**src/rtl/cwg_pkg.sv**
```systemverilog
package cwg_pkg;

  // Sync path indices inside the filter array
  localparam int PATH_HS   = 0;
  localparam int PATH_VS   = 1;
  localparam int NUM_PATHS = 2;

  // Common arithmetic width for window arithmetic
  localparam int ARITH_W = 16;

  typedef logic [ARITH_W-1:0] arith_t;

  // Effective pre-coast value: never reaches the frame length, so the
  // window cannot reach back to line count 0.
  function automatic arith_t clamp_pre(input arith_t pre, input arith_t len);
    arith_t res;
    if (len <= arith_t'(1))
      res = '0;
    else if (pre >= len)
      res = len - arith_t'(1);
    else
      res = pre;
    return res;
  endfunction

  // True when the running line count lies inside the predicted window.
  function automatic logic in_pre_window(input arith_t line, input arith_t len,
                                         input arith_t peff);
    logic hit;
    if (peff == '0)
      hit = 1'b0;
    else
      hit = (line >= (len - peff));
    return hit;
  endfunction

endpackage

```
**src/rtl/cwg_sync_filter.sv**
```systemverilog
module cwg_sync_filter #(
  parameter int FILT_LEN = 4
) (
  input  logic clk,
  input  logic rst_n,
  input  logic filt_en,
  input  logic raw,
  output logic level,
  output logic level_d
);

  localparam int CNT_W = (FILT_LEN > 2) ? $clog2(FILT_LEN) : 1;
  localparam logic [CNT_W-1:0] CNT_MAX = CNT_W'(FILT_LEN - 1);

  logic             stage_q;
  logic             level_q;
  logic             level_d_q;
  logic [CNT_W-1:0] run_cnt;

  always_ff @(posedge clk or negedge rst_n) begin
    if (!rst_n) begin
      stage_q   <= 1'b0;
      level_q   <= 1'b0;
      level_d_q <= 1'b0;
      run_cnt   <= '0;
    end else begin
      stage_q   <= raw;
      level_d_q <= level_q;
      if (!filt_en) begin
        level_q <= stage_q;
        run_cnt <= '0;
      end else if (stage_q == level_q) begin
        run_cnt <= '0;
      end else if (run_cnt == CNT_MAX) begin
        level_q <= stage_q;
        run_cnt <= '0;
      end else begin
        run_cnt <= run_cnt + 1'b1;
      end
    end
  end

  assign level   = level_q;
  assign level_d = level_d_q;


  filt_hold_chk: assert property (@(posedge clk) disable iff (!rst_n)
    ($past(filt_en) && (level_q != $past(level_q))) |-> ($past(run_cnt) == CNT_MAX));


  filt_src_chk: assert property (@(posedge clk) disable iff (!rst_n)
    (level_q != $past(level_q)) |-> (level_q == $past(stage_q)));

endmodule

```
**src/rtl/cwg_frame_meter.sv**
```systemverilog
module cwg_frame_meter #(
  parameter int LINE_W = 12
) (
  input  logic              clk,
  input  logic              rst_n,
  input  logic              hs_rise,
  input  logic              vs_rise,
  output logic [LINE_W-1:0] line_cnt,
  output logic [LINE_W-1:0] frame_len,
  output logic              len_valid
);

  localparam logic [LINE_W-1:0] LINE_MAX = '1;

  logic [LINE_W-1:0] line_q;
  logic [LINE_W-1:0] len_q;
  logic              valid_q;
  logic              seen_q;
  logic              have_q;
  logic [LINE_W-1:0] line_inc;
  logic [LINE_W-1:0] captured;

  assign line_inc = (line_q == LINE_MAX) ? line_q : line_q + 1'b1;
  assign captured = hs_rise ? line_inc : line_q;

  always_ff @(posedge clk or negedge rst_n) begin
    if (!rst_n) begin
      line_q  <= '0;
      len_q   <= '0;
      valid_q <= 1'b0;
      seen_q  <= 1'b0;
      have_q  <= 1'b0;
    end else if (vs_rise) begin
      line_q <= '0;
      seen_q <= 1'b1;
      if (seen_q) begin
        valid_q <= have_q ? (captured == len_q) : 1'b1;
        have_q  <= 1'b1;
        len_q   <= captured;
      end
    end else if (hs_rise) begin
      line_q <= line_inc;
    end
  end

  assign line_cnt  = line_q;
  assign frame_len = len_q;
  assign len_valid = valid_q;


  line_restart_chk: assert property (@(posedge clk) disable iff (!rst_n)
    vs_rise |=> (line_q == '0));


  valid_at_vs_chk: assert property (@(posedge clk) disable iff (!rst_n)
    (valid_q != $past(valid_q)) |-> $past(vs_rise));


  first_vs_chk: assert property (@(posedge clk) disable iff (!rst_n)
    (vs_rise && !seen_q) |=> !valid_q);

endmodule

```
**src/rtl/cwg_post_timer.sv**
```systemverilog
module cwg_post_timer #(
  parameter int CTRL_W = 8
) (
  input  logic              clk,
  input  logic              rst_n,
  input  logic              hs_rise,
  input  logic              vs_rise,
  input  logic              vs_fall,
  input  logic [CTRL_W-1:0] post_len,
  output logic              post_busy
);

  logic [CTRL_W-1:0] post_cnt;

  always_ff @(posedge clk or negedge rst_n) begin
    if (!rst_n) begin
      post_cnt <= '0;
    end else if (vs_rise) begin
      post_cnt <= '0;
    end else if (vs_fall) begin
      post_cnt <= post_len;
    end else if (hs_rise && (post_cnt != '0)) begin
      post_cnt <= post_cnt - 1'b1;
    end
  end

  assign post_busy = (post_cnt != '0);


  post_load_chk: assert property (@(posedge clk) disable iff (!rst_n)
    (vs_fall && !vs_rise) |=> (post_cnt == $past(post_len)));


  post_step_chk: assert property (@(posedge clk) disable iff (!rst_n)
    (post_cnt != $past(post_cnt)) |-> ($past(vs_fall) || $past(vs_rise) || $past(hs_rise)));

endmodule

```
**src/rtl/coast_window_gen.sv**
```systemverilog
module coast_window_gen
  import cwg_pkg::*;
#(
  parameter int CTRL_W   = 8,
  parameter int LINE_W   = 12,
  parameter int FILT_LEN = 4
) (
  input  logic              clk,
  input  logic              rst_n,
  input  logic              hsync_in,
  input  logic              vsync_in,
  input  logic              filt_en,
  input  logic [CTRL_W-1:0] pre_lines,
  input  logic [CTRL_W-1:0] post_lines,
  output logic              coast
);

  logic [NUM_PATHS-1:0] raw_v;
  logic [NUM_PATHS-1:0] lvl_v;
  logic [NUM_PATHS-1:0] lvl_d_v;

  assign raw_v[PATH_HS] = hsync_in;
  assign raw_v[PATH_VS] = vsync_in;

  // One select drives both filters so the two paths keep equal delay.
  for (genvar p = 0; p < NUM_PATHS; p++) begin : g_path
    cwg_sync_filter #(.FILT_LEN(FILT_LEN)) u_filt (
      .clk     (clk),
      .rst_n   (rst_n),
      .filt_en (filt_en),
      .raw     (raw_v[p]),
      .level   (lvl_v[p]),
      .level_d (lvl_d_v[p])
    );
  end

  // Named edge events
  logic hs_rise;
  logic vs_rise;
  logic vs_fall;
  logic vs_lvl;

  assign hs_rise = lvl_v[PATH_HS] & ~lvl_d_v[PATH_HS];
  assign vs_rise = lvl_v[PATH_VS] & ~lvl_d_v[PATH_VS];
  assign vs_fall = ~lvl_v[PATH_VS] & lvl_d_v[PATH_VS];
  assign vs_lvl  = lvl_v[PATH_VS];

  logic [LINE_W-1:0] line_cnt;
  logic [LINE_W-1:0] frame_len;
  logic              len_valid;

  cwg_frame_meter #(.LINE_W(LINE_W)) u_meter (
    .clk       (clk),
    .rst_n     (rst_n),
    .hs_rise   (hs_rise),
    .vs_rise   (vs_rise),
    .line_cnt  (line_cnt),
    .frame_len (frame_len),
    .len_valid (len_valid)
  );

  logic post_busy;

  cwg_post_timer #(.CTRL_W(CTRL_W)) u_post (
    .clk       (clk),
    .rst_n     (rst_n),
    .hs_rise   (hs_rise),
    .vs_rise   (vs_rise),
    .vs_fall   (vs_fall),
    .post_len  (post_lines),
    .post_busy (post_busy)
  );

  // Predicted pre-coast window
  arith_t pre_eff;
  logic   pre_hit;
  logic   coast_next;
  logic   coast_q;

  assign pre_eff    = clamp_pre(arith_t'(pre_lines), arith_t'(frame_len));
  assign pre_hit    = len_valid && in_pre_window(arith_t'(line_cnt), arith_t'(frame_len), pre_eff);
  assign coast_next = vs_lvl | post_busy | pre_hit;

  always_ff @(posedge clk or negedge rst_n) begin
    if (!rst_n) coast_q <= 1'b0;
    else        coast_q <= coast_next;
  end

  assign coast = coast_q;


  vs_cover_chk: assert property (@(posedge clk) disable iff (!rst_n)
    vs_lvl |=> coast_q);


  line0_nopre_chk: assert property (@(posedge clk) disable iff (!rst_n)
    (line_cnt == '0) |-> !pre_hit);


  pre_needs_valid_chk: assert property (@(posedge clk) disable iff (!rst_n)
    (coast_q && !$past(vs_lvl) && !$past(post_busy)) |-> $past(len_valid));

endmodule

```
**config.mk**
```make
export PLATFORM = sky130hd
export DESIGN_NAME = coast_window_gen
export DESIGN_NICKNAME = d
export VERILOG_FILES = /design/src/rtl/cwg_pkg.sv /design/src/rtl/cwg_sync_filter.sv /design/src/rtl/cwg_frame_meter.sv /design/src/rtl/cwg_post_timer.sv /design/src/rtl/coast_window_gen.sv
export SDC_FILE = /design/constraint.sdc
export NUM_CORES = 1
export LEC_CHECK = 0
export BUFFER_PORTS_ARGS = -buffer_cell sky130_fd_sc_hd__buf_2
export CORE_UTILIZATION = 48
export DETAILED_ROUTE_END_ITERATION = 8
export MAX_ROUTING_LAYER = met4
export PLACE_DENSITY = 0.78
export SLEW_MARGIN = 40
export SYNTH_ARGS = -nofsm -noshare
export SYNTH_HDL_FRONTEND = slang
export SYNTH_SLANG_ARGS = --single-unit
```
**constraint.sdc**
```tcl
create_clock -name clk -period 4.7 [get_ports clk]
set_input_delay 0.94 -clock clk [delete_from_list [all_inputs] [get_ports clk]]
set_output_delay 0.94 -clock clk [all_outputs]
set_load 0.01 [all_outputs]
```
==> results.md <==
- Worst VDD drop: between 0.3 and 0.4 mV
- Tot Pwr: approximately 2.3 mW
- CTS Root Cell: clkbuf_8
- Drt pass-1 iters: 4
- Worst r2r src: u_meter.frame_len[10]$_DFFE_PN0P_
- First-pass GRT wire length: 15210 um
- WHS: 0.4558 ns
- Reg2Reg Depth: 20
- Final period utilization: 0.9249
- Leakage power: between 1.5 and 2 nW
- Num ports: 22
- Critical path data required time: 4.90 ns
- Slowest stage delay, CP: 0.37 ns
- Place WS: -0.2175 ns
- Vias per inst: 5.804
- Synth area leaders: dfrtp_1, ha_1, xnor2_1, o21ai_0, nand2_1
- Die height: 91.71 um
- Worst hold start: g_path[0].u_filt.run_cnt[0]$_DFF_PN0_
- Unique masters post-synth: 67
- Later-pin clock latency in the skew report: roughly 0.31 ns
- Antenna violations before repair: 0
- Hold Path Stages: 1
- Total CTS buffers: 5
- Layout area overhead: 12.31%
- Nature of the critical path endpoint: register
- Non-Filler Instances: 582
- Initial Util: 0.4973
- Final antenna-violating net count: 0
- Core ar.: 7767 um2
- Post-synthesis sequential area ratio: 0.2980
- WL final: between 9000 and 10000 um
- Hold WC Path Type: register to register
- Syn. warnings: 0
- Slew HR: 0.5424
- Setup TNS Final: 0 ns
- Placer Congestion: 0.9257
- Post-route minimum period: 4.347 ns
- H-tree Lvls: 2
- Crit Path Category: primary input to register
- Status: finished clean
- Clock-pin slew on the worst setup and hold paths: 0.09 ns
- Post-DP Area: 4149 um2
- DRT iter0 DRCs: 130
- DP HPWL: 6883 um
- Crit-path max FO: 7
- Flops & latches, synth: between 40 and 50
- RSZ-0062 raised after global routing: no
- GRT Util Overall: 0.2318
- Mapped cell area: 3862 um2
- Synth top cells by count: dfrtp_1, nand2_1, ha_1, nor2_1, o21ai_0
- Antenna cells: 0
- Crit path DAT: 4.54 ns
- CP delay by family, top: compound AO/OA/AOI/OAI gates
- Slew @ Worst Pin: between 0.6 and 0.7 ns
- Post-synth top area cell: dfrtp_1
- Vias: 3378
- Die area: about 8400 um2
- Worst Hold End: g_path[0].u_filt.run_cnt[0]$_DFF_PN0_
- Most common flop cell mapped by yosys: dfrtp_1
- PnR worst setup slack: 0.3531 ns
- Async S/R FF share, synth: 1.000
- CTS tree: done
- Setup-failing EPs final: 0
- Most common cell in the netlist: dfrtp_1
- Skew final: 0.01013 ns
- Max-Cap Viols: 0
- Num Clock Sinks: 46
- Synthesized area per cell: between 8 and 9 um2
- Drt drc: 0
- Cell area after layout: 4338 um2
- Clock buffer depth: 2
- Number of flops mapped to enable cells by yosys: 0
- Port Buffers: 21
- Fin. Hold Viols: 0
- Post-Synthesis Cells: between 400 and 500
- NumNets Final: 540
- Vias in the first global route: 3278
- CP cell instances: buf_2 > ha_1 > a21oi_2 > o211a_1 > o21ai_1 > nand2_2 > buf_4 > nor2_1 > o21ai_1 > buf_4 > fa_2 > a211oi_2 > o21ai_0 > nand3_1 > nand4b_1 > xnor2_1 > ha_1 > nand2_1 > nor2_1 > a211oi_1 > o21ai_0 > a41oi_1 > a21oi_1
- Slowest-stage cell, CP: fa_2
- Reg2reg setup slack: 0.44 ns
- Kind of start point of the critical path: primary input
- Final Core Density: 0.5585
- Critical path buffers and inverters: 3
- Reg2reg end: coast$_DFF_PN0_
- Fmax: 230.1 MHz
- Pwr/cell area: 537.7 nW/um2
- Overflow after GRT: 0
- Yosys top cell area share: 0.2980
- Placed cells: 573
- Die Width: slightly above 90 um
- Layout cell share with drive strength beyond 1: 0.1833
- Routed len/inst: 15.57 um
- Placement Rows: 32
- Slew Viols, Final: 0
- Largest net degree at the start of global routing: 47
==> metal layers <==
layer	track usage	routed length, um
met2	0.3929	4466
met4	0.06901	204
met5	-	0
met1	0.2927	4048
met3	0.02570	340
==> sequential cells by signal (all words and copies together), names as in the netlist <==
signal	flops
u_meter.frame_len	12
u_meter.line_cnt	12
g_path.u_filt.run_cnt	4
u_meter.len_valid	1
u_meter.have_q	1
coast	1
g_path.u_filt.level	2
g_path.u_filt.level_d	2
u_meter.seen_q	1
u_post.post_cnt	8
g_path.u_filt.stage_q	2
==> where the power goes <==
group / internal (mW) / switching, mW
clock: 0.213 / 0.143
sequential: 0.459 / 0.0838
combinational: 0.668 / 0.766
==> layout make-up <==
| type | instances | area (um2) |
|---|---|---|
| Fill cell | 677 | 3430 |
| Multi-Input combinational cell | 358 | 2532 |
| Sequential cell | 46 | 1151 |
| Timing Repair Buffer | 49 | 317.8 |
| Tap cell | 102 | 127.6 |
| Inverter | 19 | 71.32 |
| Clock buffer | 5 | 68.82 |
| Clock inverter | 3 | 68.82 |
==> cell families (layout without fill, tap and decap cells) <==
group | after synthesis | count (layout) | synth area share
other | 1 | 2 | 0.0009709
AOI/OAI and AO/OA | 96 | 96 | 0.1545
adders and majority gates | 40 | 40 | 0.1315
xor gates and xnor gates | 38 | 38 | 0.09005
DFF | 46 | 46 | 0.2980
buffers and inverters | 39 | 76 | 0.05863
muxes | 14 | 14 | 0.03887
and+or+nand+nor | 168 | 168 | 0.2274
==> cells in the final DEF, fill, tap and decap left out, types with 18 or more instances in the layout <==
master   synthesis  layout
ha_1            39      37
inv_1           19      19
nor2_1          37      37
xnor2_1         25      25
o21ai_0         37      34
nand2_1         45      44
a21oi_1         20      18
buf_2            3      20
buf_4            0      29
dfrtp_1         46      46
==> what timing repair did <==
action	4_1_cts	5_1_grt
resized for setup	0	11
setup buffers	0	1
hold buffers	0	0
endpoints found under the setup margin	0	1
==> worst max path at each step <==
stage | from | to | slack [ns] | depth (start not counted)
after global placement | pre_lines[5] | coast$_DFF_PN0_ | -0.1 | 24
after detailed placement | pre_lines[2] | coast$_DFF_PN0_ | -0.22 | 24
after floorplan | pre_lines[2] | coast$_DFF_PN0_ | 0.06 | 24
final | pre_lines[5] | coast$_DFF_PN0_ | 0.35 | 23
after CTS | pre_lines[2] | coast$_DFF_PN0_ | 0.10 | 24
after global routing | pre_lines[2] | coast$_DFF_PN0_ | 0.003 | 22
==> worst register-to-register path: cells and delay by family, from the launching register on <==
family	cells	cell delay [ns]
AO/OA/AOI/OAI	8	1.31
AND/OR/NAND/NOR	7	1.19
adder cells (fa/ha/maj)	2	0.65
flip-flops	1	0.48
buffers and inverters	2	0.30
XOR/XNOR	1	0.20
Power figures use the tool's default switching activity.
